$ cat src/rtl/cr_pkg.sv
// Package: shared types for the accumulator rounding unit.
// Assumes nothing beyond a two-bit scaling field.
package cr_pkg;

    // Scaling mode field; the reserved code falls back to no scaling.
    typedef enum logic [1:0] {
        SCL_NONE = 2'b00,
        SCL_DOWN = 2'b01,
        SCL_UP   = 2'b10,
        SCL_RSVD = 2'b11
    } scale_mode_e;

endpackage

$ cat src/rtl/cr_pos_decode.sv
// Module: cr_pos_decode
// Turns the scaling mode into three bit masks over the accumulator:
//   half_mask - one-hot at the half point (the bit to which one is added)
//   low_mask  - every bit below the half point
//   keep_mask - one-hot at the lowest kept bit (the bit cleared on a tie)
// Assumes LSB_POS >= 2 and LSB_POS + 2 < ACC_W.
module cr_pos_decode
    import cr_pkg::*;
#(
    parameter int ACC_W   = 56,
    parameter int LSB_POS = 24
) (
    input  scale_mode_e       mode,
    output logic [ACC_W-1:0]  half_mask,
    output logic [ACC_W-1:0]  low_mask,
    output logic [ACC_W-1:0]  keep_mask
);
    localparam int IDX_W = $clog2(ACC_W) + 1;

    logic [IDX_W-1:0] half_idx;
    logic [IDX_W-1:0] keep_idx;

    // Pick the half-point bit index from the scaling mode.
    always_comb begin
        case (mode)
            SCL_DOWN: half_idx = IDX_W'(LSB_POS);
            SCL_UP:   half_idx = IDX_W'(LSB_POS - 2);
            default:  half_idx = IDX_W'(LSB_POS - 1);
        endcase
        keep_idx = half_idx + IDX_W'(1);
    end

    // Expand the indices into per-bit masks.
    for (genvar i = 0; i < ACC_W; i++) begin : g_mask
        assign half_mask[i] = (IDX_W'(i) == half_idx);
        assign low_mask[i]  = (IDX_W'(i) <  half_idx);
        assign keep_mask[i] = (IDX_W'(i) == keep_idx);
    end

endmodule

$ cat src/rtl/cr_round_core.sv
// Module: cr_round_core
// Combinational rounding of one accumulator value.
// Round mode: add the half-point weight, clear the half point and every bit
// below it, and on an exact tie also clear the lowest kept bit (ties to even).
// Truncate mode: clear the lower LSB_POS bits and leave the rest unchanged.
// Assumes the masks come from cr_pos_decode. The sum wraps at ACC_W bits.
module cr_round_core #(
    parameter int ACC_W   = 56,
    parameter int LSB_POS = 24
) (
    input  logic [ACC_W-1:0] acc,
    input  logic             round_en,
    input  logic [ACC_W-1:0] half_mask,
    input  logic [ACC_W-1:0] low_mask,
    input  logic [ACC_W-1:0] keep_mask,
    output logic [ACC_W-1:0] result
);
    localparam logic [ACC_W-1:0] LSP_MASK =
        {{(ACC_W-LSB_POS){1'b0}}, {LSB_POS{1'b1}}};

    logic             is_tie;
    logic [ACC_W-1:0] sum;
    logic [ACC_W-1:0] clr_mask;

    // Detect an exact half below the kept bits.
    always_comb is_tie = ((acc & half_mask) != '0) && ((acc & low_mask) == '0);

    // Add the half weight and build the bits to clear.
    always_comb begin
        sum      = acc + half_mask;
        clr_mask = half_mask | low_mask | (is_tie ? keep_mask : '0);
    end

    // Choose between the rounded and the truncated value.
    always_comb result = round_en ? (sum & ~clr_mask) : (acc & ~LSP_MASK);

endmodule

$ cat src/rtl/cr_acc_rounder.sv
// Module: cr_acc_rounder (top)
// Registers the rounded or truncated accumulator and the word taken from it.
// Both appear one cycle after in_valid. They hold while no input is accepted.
// Reset is synchronous and active low. Assumes LSB_POS + WORD_W <= ACC_W.
module cr_acc_rounder
    import cr_pkg::*;
#(
    parameter int ACC_W   = 56,
    parameter int WORD_W  = 24,
    parameter int LSB_POS = 24
) (
    input  logic              clk,
    input  logic              rst_n,
    input  logic              in_valid,
    input  logic [ACC_W-1:0]  acc_in,
    input  logic              round_en,
    input  logic [1:0]        scale_mode,
    output logic              out_valid,
    output logic [ACC_W-1:0]  acc_out,
    output logic [WORD_W-1:0] word_out
);
    localparam int WORD_HI = LSB_POS + WORD_W - 1;

    logic [ACC_W-1:0] half_mask;
    logic [ACC_W-1:0] low_mask;
    logic [ACC_W-1:0] keep_mask;
    logic [ACC_W-1:0] rnd_acc;

    cr_pos_decode #(.ACC_W(ACC_W), .LSB_POS(LSB_POS)) u_pos (
        .mode      (scale_mode_e'(scale_mode)),
        .half_mask (half_mask),
        .low_mask  (low_mask),
        .keep_mask (keep_mask)
    );

    cr_round_core #(.ACC_W(ACC_W), .LSB_POS(LSB_POS)) u_core (
        .acc       (acc_in),
        .round_en  (round_en),
        .half_mask (half_mask),
        .low_mask  (low_mask),
        .keep_mask (keep_mask),
        .result    (rnd_acc)
    );

    // Capture results on accepted inputs; clear everything on reset.
    always_ff @(posedge clk) begin
        if (!rst_n) begin
            out_valid <= 1'b0;
            acc_out   <= '0;
            word_out  <= '0;
        end else begin
            out_valid <= in_valid;
            if (in_valid) begin
                acc_out  <= rnd_acc;
                word_out <= rnd_acc[WORD_HI:LSB_POS];
            end
        end
    end


    valid_lat_chk: assert property (@(posedge clk) disable iff (!rst_n)
        in_valid |=> out_valid);


    idle_lat_chk: assert property (@(posedge clk) disable iff (!rst_n)
        !in_valid |=> !out_valid);


    hold_chk: assert property (@(posedge clk) disable iff (!rst_n)
        !in_valid |=> ($stable(acc_out) && $stable(word_out)));


    trunc_chk: assert property (@(posedge clk) disable iff (!rst_n)
        (in_valid && !round_en) |=>
            ((acc_out >> LSB_POS) == ($past(acc_in) >> LSB_POS)) &&
            (acc_out[LSB_POS-1:0] == '0));


    nominal_clear_chk: assert property (@(posedge clk) disable iff (!rst_n)
        (in_valid && round_en && (scale_mode != 2'b01)) |=>
            (acc_out[LSB_POS-2:0] == '0));


    tie_even_chk: assert property (@(posedge clk) disable iff (!rst_n)
        (in_valid && round_en && (scale_mode == 2'b00) &&
         (acc_in[LSB_POS-1:0] == {1'b1, {(LSB_POS-1){1'b0}}})) |=>
            !acc_out[LSB_POS]);

endmodule

$ cat config.mk
export PLATFORM = sky130hd
export DESIGN_NAME = cr_acc_rounder
export DESIGN_NICKNAME = d
export VERILOG_FILES = /design/src/rtl/cr_pkg.sv /design/src/rtl/cr_pos_decode.sv /design/src/rtl/cr_round_core.sv /design/src/rtl/cr_acc_rounder.sv
export SDC_FILE = /design/constraint.sdc
export NUM_CORES = 1
export LEC_CHECK = 0
export BUFFER_PORTS_ARGS = -buffer_cell sky130_fd_sc_hd__buf_2
export CORE_ASPECT_RATIO = 1.2
export CORE_MARGIN = 1.5
export CORE_UTILIZATION = 53
export CTS_CLUSTER_DIAMETER = 40
export DETAILED_ROUTE_END_ITERATION = 10
export PLACE_DENSITY_LB_ADDON = 0.12
export REMOVE_ABC_BUFFERS = 1
export SYNTH_ARGS = -nofsm -noshare
export SYNTH_HDL_FRONTEND = slang
export SYNTH_SLANG_ARGS = --single-unit
$ cat constraint.sdc
create_clock -name clk -period 4.6 [get_ports clk]
set_input_delay 0.92 -clock clk [delete_from_list [all_inputs] [get_ports clk]]
set_output_delay 0.92 -clock clk [all_outputs]
set_load 0.02 [all_outputs]
==> results.md, run 1 <==
- Asr flop ratio synth: 0%
- Worst skew pair latency: 0.29 ns
- Diode count: 0
- Worst setup EP type: flop
- Vias/cell: 5.920
- YS warnings: 0
- Syn avg cell area: 7.803 sq um
- Reg power frac: 40.1%
- R2r setup slk: 3.37 ns
- Switching power: 357.3 uW
- Slew margin rel.: 34.19%
- HPWL after detailed placement: 7023 um
- Vias in the first global route: 3254
- Initial core utilization: 55.51%
- Worst EP required: 4.78 ns
- Area share of the largest cell type after synthesis: 24.13%
- Worst min-delay path class: flop to flop
- Leading area contributor after synthesis: dfxtp_1
- Iteration-0 DRC count of the detailed router: 220
- Die area: 6910 sq um
- Die Span Y: 90.77 um
- Core area: 6128 sq um
- Clk pin slew, worst setup/hold paths: 0.08 ns
- First-pass GRT wire length: 14590 um
- Maxcap violations: 0
- # IOs: 143
- Final Hold Vio Count: 0
- Routability Congestion: 0.9271
- Die Width: 76.14 um
- Sequential area share after synthesis: 24.13%
- DP Worst Slack: 0.8593 ns
- Fmax: 288.3 MHz
- Status: finished, final reports clean
- Beginning of the critical path: scale_mode[0]
- Max-slew violations: 0
- CTS Hold Buffers Added: 0
- Largest net degree at the start of global routing: 65
- Startpoint types: input port
- Worst Slack Setup Final: 1.132 ns
- GRT Overall Usage: 25.59%
- Area delta synth->final: 16.22%
- Fin Hold WS: 0.4607 ns
- Initial antenna violation count: 0
- Final wirelength: 9238 um
- Flops & latches, synth: 41
- Share of total power in the clock network: 27.3%
- Worst Skew: 0 ns
- Share of cells above drive strength 1: 28.09%
- Postcts setup bufs: 0
- CP Capture Point: acc_out[38]$_SDFFE_PN0P_
- Final setup fails: 0
- Synth top cells by count: 41 x buf_4, 41 x dfxtp_1, 35 x nand2_1
- Syn Inst Count: 436
- Slew @ Worst Pin: 0.9871 ns
- Tcrit/Tclk final: 75.40%
- R2r startpoint: acc_out[30]$_SDFFE_PN0P_
- Post-synth EDFFs: 0
- Row count: 31
- TritonRoute pass-1 iters: 4
- Residual DRC: 0
- Clk sinks: 41
- Reg-to-Reg End: acc_out[30]$_SDFFE_PN0P_
- Count of cell types in the netlist: 65
- TritonCTS clock tree: done
- Detail Route Antenna Nets: 0
- Post-CTS sizing: 0
- Buffers on Ports: 126
- Total power: 984.7 uW
- Total congestion overflow: 0
- Unrepaired setup endpoints after global routing: no
- Post-DR wirelength/cell: 15.00 um
- Pleak: 0.001845 uW
- Pwr/cell area: 249.1 nW/um^2
- Final worst path period need: 3.468 ns
- Inserted Clock Buffers: 5
- Synthesized cell area: 3402 sq um
- Switching share of power: 36.29%
- Clock Tree Buf Depth: 2
- Main synth FF type: dfxtp_1
- Final #Nets: 614
- Internal power: 627.4 uW
- Worst reg2reg path depth: 5
- Fin Setup TNS: 0 ns
- Util after Layout: 64.52%
- Main area contributors after synthesis: dfxtp_1 24%, buf_4 9.0%, ha_1 6.6%
- Logic gate share of total power: 32.6%
- Crit path max fanout: 16
- CTS Root Cell: clkbuf_8
- Total number of vias: 3647
- Maximum vdd drop: 117.5 uV
- CP arrival: 3.65 ns
- Crit Path Class: input port to flop
- H-tree depth: 2
-- state kept, by name (all words and copies together) (netlist names) --
register and flops:
out_valid 1, acc_out 40
-- through the flow --
stage	std cells	cell area, sq um
after global routing	616	3954
after detailed placement	608	3852
final	616	3954
after floorplan	398	3104
after global placement	608	3852
after CTS	616	3954
-- worst min-delay path by stage --
stage | from | end | slack (ns) | depth (start not counted)
3_3_place_gp | acc_out[21]$_SDFFE_PN0P_ | acc_out[21]$_SDFFE_PN0P_ | 0.44 | 1
4_1_cts | acc_out[23]$_SDFFE_PN0P_ | acc_out[23]$_SDFFE_PN0P_ | 0.46 | 2
6_report | acc_out[23]$_SDFFE_PN0P_ | acc_out[23]$_SDFFE_PN0P_ | 0.46 | 2
3_5_place_dp | acc_out[16]$_SDFFE_PN0P_ | acc_out[16]$_SDFFE_PN0P_ | 0.44 | 1
5_1_grt | acc_out[17]$_SDFFE_PN0P_ | acc_out[17]$_SDFFE_PN0P_ | 0.49 | 1
2_1_floorplan | acc_out[23]$_SDFFE_PN0P_ | acc_out[23]$_SDFFE_PN0P_ | 0.54 | 2
-- power groups by stage --
| stage | clock network (uW) | logic, uW | registers, uW |
|---|---|---|---|
| 4_1_cts | 270 | 317 | 395 |
| 3_5_place_dp | 0 | 316 | 403 |
| 6_report | 268 | 321 | 395 |
| 3_3_place_gp | 0 | 312 | 402 |
| 2_1_floorplan | 0 | 137 | 457 |
| 5_1_grt | 287 | 348 | 398 |
-- routing by layer --
layer / track usage [%] / wire, um / vias to the layer above
li1: - / - / 1777
met1: 29.00 / 3603 / 1688
met2: 47.60 / 4790 / 160
met3: 3.535 / 603 / 22
met4: 10.65 / 241 / 0
met5: 0 / 0 / -
-- area by class of cell --
type                            instances  area (sq um)
Multi-Input combinational cell        341          2223
Fill cell                             583          2175
Sequential cell                        41         820.8
Timing Repair Buffer                  128         645.6
Tap cell                               82         102.6
Clock buffer                            7         96.34
Inverter                               16         60.06
Clock inverter                          1         5.005
-- kinds of logic (layout without fill, tap and decap cells) --
kind of cell,after synthesis,in the layout,share of synthesized area [%]
AND/OR/NAND/NOR,177,177,29.39
AO/OA/AOI/OAI,114,114,24.05
buffers and inverters,75,152,12.84
flip-flops,41,41,24.13
adder cells (fa/ha/maj),19,19,7.209
XOR/XNOR,5,5,1.287
multiplexers,3,3,0.8827
other,2,23,0.2208
-- placed cells by master, fill, tap and decap left out, drive strengths merged, types with 17 or more instances in the layout --
master	instances
a21oi	17
buf	128
conb	23
dfxtp	41
ha	18
nand2	35
nand3	23
nor2	24
o21ai	26
-- worst max-delay path, stage by stage --
cell	delay, ns
buf_2	0.10
inv_1	0.06
ha_1	0.34
and2_1	0.17
nor2b_1	0.14
ha_1	0.31
a21o_1	0.21
a21o_1	0.20
a221oi_2	0.34
o21a_2	0.41
nor2_1	0.08
or3_1	0.36
Note: power is estimated with default switching activity, not from simulation.
==> inputs of run 2 (changes only) <==
--- a/config.mk
+++ b/config.mk
@@ -5,10 +5,11 @@
 export SDC_FILE = /design/constraint.sdc
 export NUM_CORES = 1
 export LEC_CHECK = 0
+export ABC_AREA = 1
 export BUFFER_PORTS_ARGS = -buffer_cell sky130_fd_sc_hd__buf_2
 export CORE_ASPECT_RATIO = 1.2
 export CORE_MARGIN = 1.5
-export CORE_UTILIZATION = 53
+export CORE_UTILIZATION = 51
 export CTS_CLUSTER_DIAMETER = 40
 export DETAILED_ROUTE_END_ITERATION = 10
 export PLACE_DENSITY_LB_ADDON = 0.12
==> constraint.sdc (replaced) <==
create_clock -name clk -period 3.5 [get_ports clk]
set_input_delay 0.7 -clock clk [delete_from_list [all_inputs] [get_ports clk]]
set_output_delay 0.7 -clock clk [all_outputs]
set_load 0.02 [all_outputs]
==> run 2 against run 1 <==
  * Flip-flop and latch count stayed put
  * Final area is 16% higher
  * Register-to-register slack worse by 0.54 ns
  * Largest power group unchanged
  * Sequential power is 30% higher
  * Clock power is 77% higher
  * Critical path depth is 4 higher
==> results.md, run 2 <==
- Count of cell types in the netlist: 35 (-46%)
- Share of cells above drive strength 1: 21.17% (-6.9 points)
- HPWL after detailed placement: 9479 um (+35%)
- Crit Path Class: input port to flop
- Commonest non-fill, non-tap cell in the layout: nand2_1
- Die area: 8378 sq um (+21%)
- Worst setup EP type: flop
- Clk sinks: 41 (unchanged)
- Maxcap violations: 0 (unchanged)
- CTS Hold Buffers Added: 0 (unchanged)
- R2r startpoint: acc_out[43]$_SDFFE_PN0P_
- Die Width: 83.81 um (+10%)
- Worst Slack Setup Final: 0.9879 ns (-0.1436 ns)
- Iteration-0 DRC count of the detailed router: 142 (-35%)
- Routability Congestion: 0.9454 (+2.0%)
- Max reg flops: 40 (unchanged)
- Final Hold Vio Count: 0 (unchanged)
- Final Instance Count excl. Fillers: 881 (+43%)
- Worst reg2reg path depth: 2 (-3)
- Worst min-delay path class: flop to flop
- Residual DRC: 0 (unchanged)
- Register bank with the most flops: acc_out
- Critical Path Max Stage Delay: 0.35 ns (-0.06 ns)
- Vias in the first global route: 4168 (+28%)
- Clk pin slew, worst setup/hold paths: 0.09 ns (about the same)
- Biggest regs: acc_out (40), out_valid (1)
- Post-DR wirelength/cell: 12.85 um (-14%)
- Hold path depth: 2 (unchanged)
- CP cell instances: buf_2 > inv_1 > ha_1 > nand2_1 > nor2_1 > ha_1 > nand2_1 > nand2_1 > a21boi_0 > inv_1 > a21oi_1 > nand2_2 > nand3_1 > nand2_1 > nor2_1 > nor2_1
- Initial antenna violation count: 0 (unchanged)
- Unrepaired setup endpoints after global routing: no
- Core area: 7620 sq um (+24%)
- Final wirelength: 11320 um (+23%)
- CP arrival: 2.71 ns (-0.94 ns)
- Crit path max fanout: 6 (-10)
- Final #Nets: 869 (+42%)
- Total congestion overflow: 0 (unchanged)
- GRT Overall Usage: 26.99% (+1.4 points)
- Pleak: 0.002726 uW (+48%)
- Pwr/cell area: 314.0 nW/um^2 (+26%)
- Placed instance count: 873 (+44%)
- Max-slew violations: 0 (unchanged)
- Diode count: 0 (unchanged)
- Post-synth EDFFs: 0 (unchanged)
- Total number of vias: 4438 (+22%)
- Row count: 35 (+13%)
- Reg-to-Reg End: acc_out[43]$_SDFFE_PN0P_
- Main area contributors after synthesis: dfxtp_1 21%, nand2_1 18%, inv_1 8.8%
- Inserted Clock Buffers: 5 (unchanged)
- TritonCTS clock tree: done
- Critical-path top delay cell: ha_1
- First-pass GRT wire length: 18350 um (+26%)
- Fin Setup TNS: 0 ns (unchanged)
- Asr flop ratio synth: 0% (unchanged)
- Most frequent cells in the layout: 194 x nand2_1, 126 x buf_2, 94 x inv_1
- Detail Route Antenna Nets: 0 (unchanged)
- R2r setup slk: 2.83 ns (-0.54 ns)
- Worst Skew: 0 ns (unchanged)
- Syn Inst Count: 685 (+57%)
- Worst skew pair latency: 0.30 ns (about the same)
- Final setup fails: 0 (unchanged)
- Flops & latches, synth: 41 (unchanged)
- Buffers on Ports: 126 (unchanged)
- YS warnings: 0 (unchanged)
- Top cell by count, worst path: nand2_1
- CTS Root Cell: clkbuf_8
- Worst EP required: 3.70 ns (-1.08 ns)
- Syn avg cell area: 5.834 sq um (-25%)
- Leading area contributor after synthesis: dfxtp_1
- Final worst path period need: 2.512 ns
- Die Span Y: 99.97 um (+10%)
- Count leader, synth: nand2_1
- Vias/cell: 5.037 (-15%)
- Fmax: 398.1 MHz
- TritonRoute pass-1 iters: 4 (unchanged)
- Hold Path End: acc_out[21]$_SDFFE_PN0P_
- Synthesized cell area: 3996 sq um (+17%)
- Area share of the largest cell type after synthesis: 20.54% (-3.6 points)
- H-tree depth: 2 (unchanged)
- Main synth FF type: dfxtp_1
- # IOs: 143 (unchanged)
- Sequential area share after synthesis: 20.54% (-3.6 points)
- Startpoint types: input port
- Synth top cells by count: 194 x nand2_1, 94 x inv_1, 89 x nor2_1
- Postcts setup bufs: 0 (unchanged)
- Clock Tree Buf Depth: 2 (unchanged)
- Util after Layout: 60.07% (-4.5 points)
- Maximum vdd drop: 290.7 uV (+150%)
- Hold path startpoint: acc_out[21]$_SDFFE_PN0P_
- Initial core utilization: 52.45% (-3.1 points)
- Tcrit/Tclk final: 71.78%
- DP Worst Slack: 0.6662 ns (-0.1931 ns)
- Area delta synth->final: 14.53%
- Status: finished, final reports clean
- Largest net degree at the start of global routing: 44 (-32%)
- Post-CTS sizing: 0 (unchanged)
[run 2: cell count changes in the layout (fill, tap and decap cells not counted), sizes merged, moves of 8 or more]
| cell | delta |
|---|---|
| and2 | -10 |
| o31ai | -12 |
| nand4 | -9 |
| a31oi | -15 |
| inv | +80 |
| nor4 | -8 |
| a21oi | +23 |
| and3 | -8 |
| nor2 | +73 |
| nand3 | +45 |
| or4 | -11 |
| nand2 | +171 |
[run 2: power breakdown]
part	total [uW]	switching, uW	internal [uW]
clock	475	187	287
sequential	512	16.3	495
combinational	451	305	146
[run 2: kinds of logic (layout without fill, tap and decap cells)]
logic type	count (synthesis)	count (layout)	synth area share [%]
adders and majority gates	19	19	6.137
DFF	41	41	20.54
AOI/OAI and AO/OA	69	69	8.954
xor gates and xnor gates	4	4	0.8768
buffers and inverters	148	231	18.94
other	2	23	0.1879
and+or+nand+nor	402	402	44.36
[run 2: worst max path at each step]
stage	startpoint	to	slack [ns]	depth (start not counted)
floorplan	scale_mode[0]	acc_out[40]$_SDFFE_PN0P_	1.07	15
global placement	scale_mode[0]	acc_out[50]$_SDFFE_PN0P_	0.70	16
detailed placement	scale_mode[0]	acc_out[50]$_SDFFE_PN0P_	0.67	16
CTS	scale_mode[0]	acc_out[50]$_SDFFE_PN0P_	1.0	16
global route	scale_mode[0]	acc_out[54]$_SDFFE_PN0P_	0.74	16
finish	scale_mode[0]	acc_out[50]$_SDFFE_PN0P_	0.99	16
[run 2: layout make-up]
type	instances	area, sq um
multi-input cells	517	2497
repair buffers	129	653.1
clock buffers	5	68.82
clock inverters	3	68.82
well taps	92	115.1
inverters	94	352.8
flip-flops and latches	41	820.8
fillers	839	3043
[run 2: per-layer routing]
metal  track usage, %  wire [um]  vias up
li1                 -          -     2298
met1            28.51       4433     1963
met2            51.49       5906      149
met3            3.289        542       28
met4            15.38        434        0
met5                0          0        -
[run 2: through the flow]
| stage | hold slack (ns) | area (sq um) | total power (uW) |
|---|---|---|---|
| 4_1_cts | 0.4295 | 4577 | 1441 |
| 3_3_place_gp | 0.4122 | 4439 | 961.6 |
| 3_5_place_dp | 0.4157 | 4439 | 966.2 |
| 5_1_grt | 0.4477 | 4577 | 1517 |
| 6_report | 0.4284 | 4577 | 1437 |
| 2_1_floorplan | 0.5064 | 3671 | 797.1 |
[run 2: critical path, delay by kind of cell]
kind | cells | cell delay (ns)
simple gates | 9 | 0.75
fa+ha+maj | 2 | 0.66
compound gates | 2 | 0.38
buf+inv | 3 | 0.23
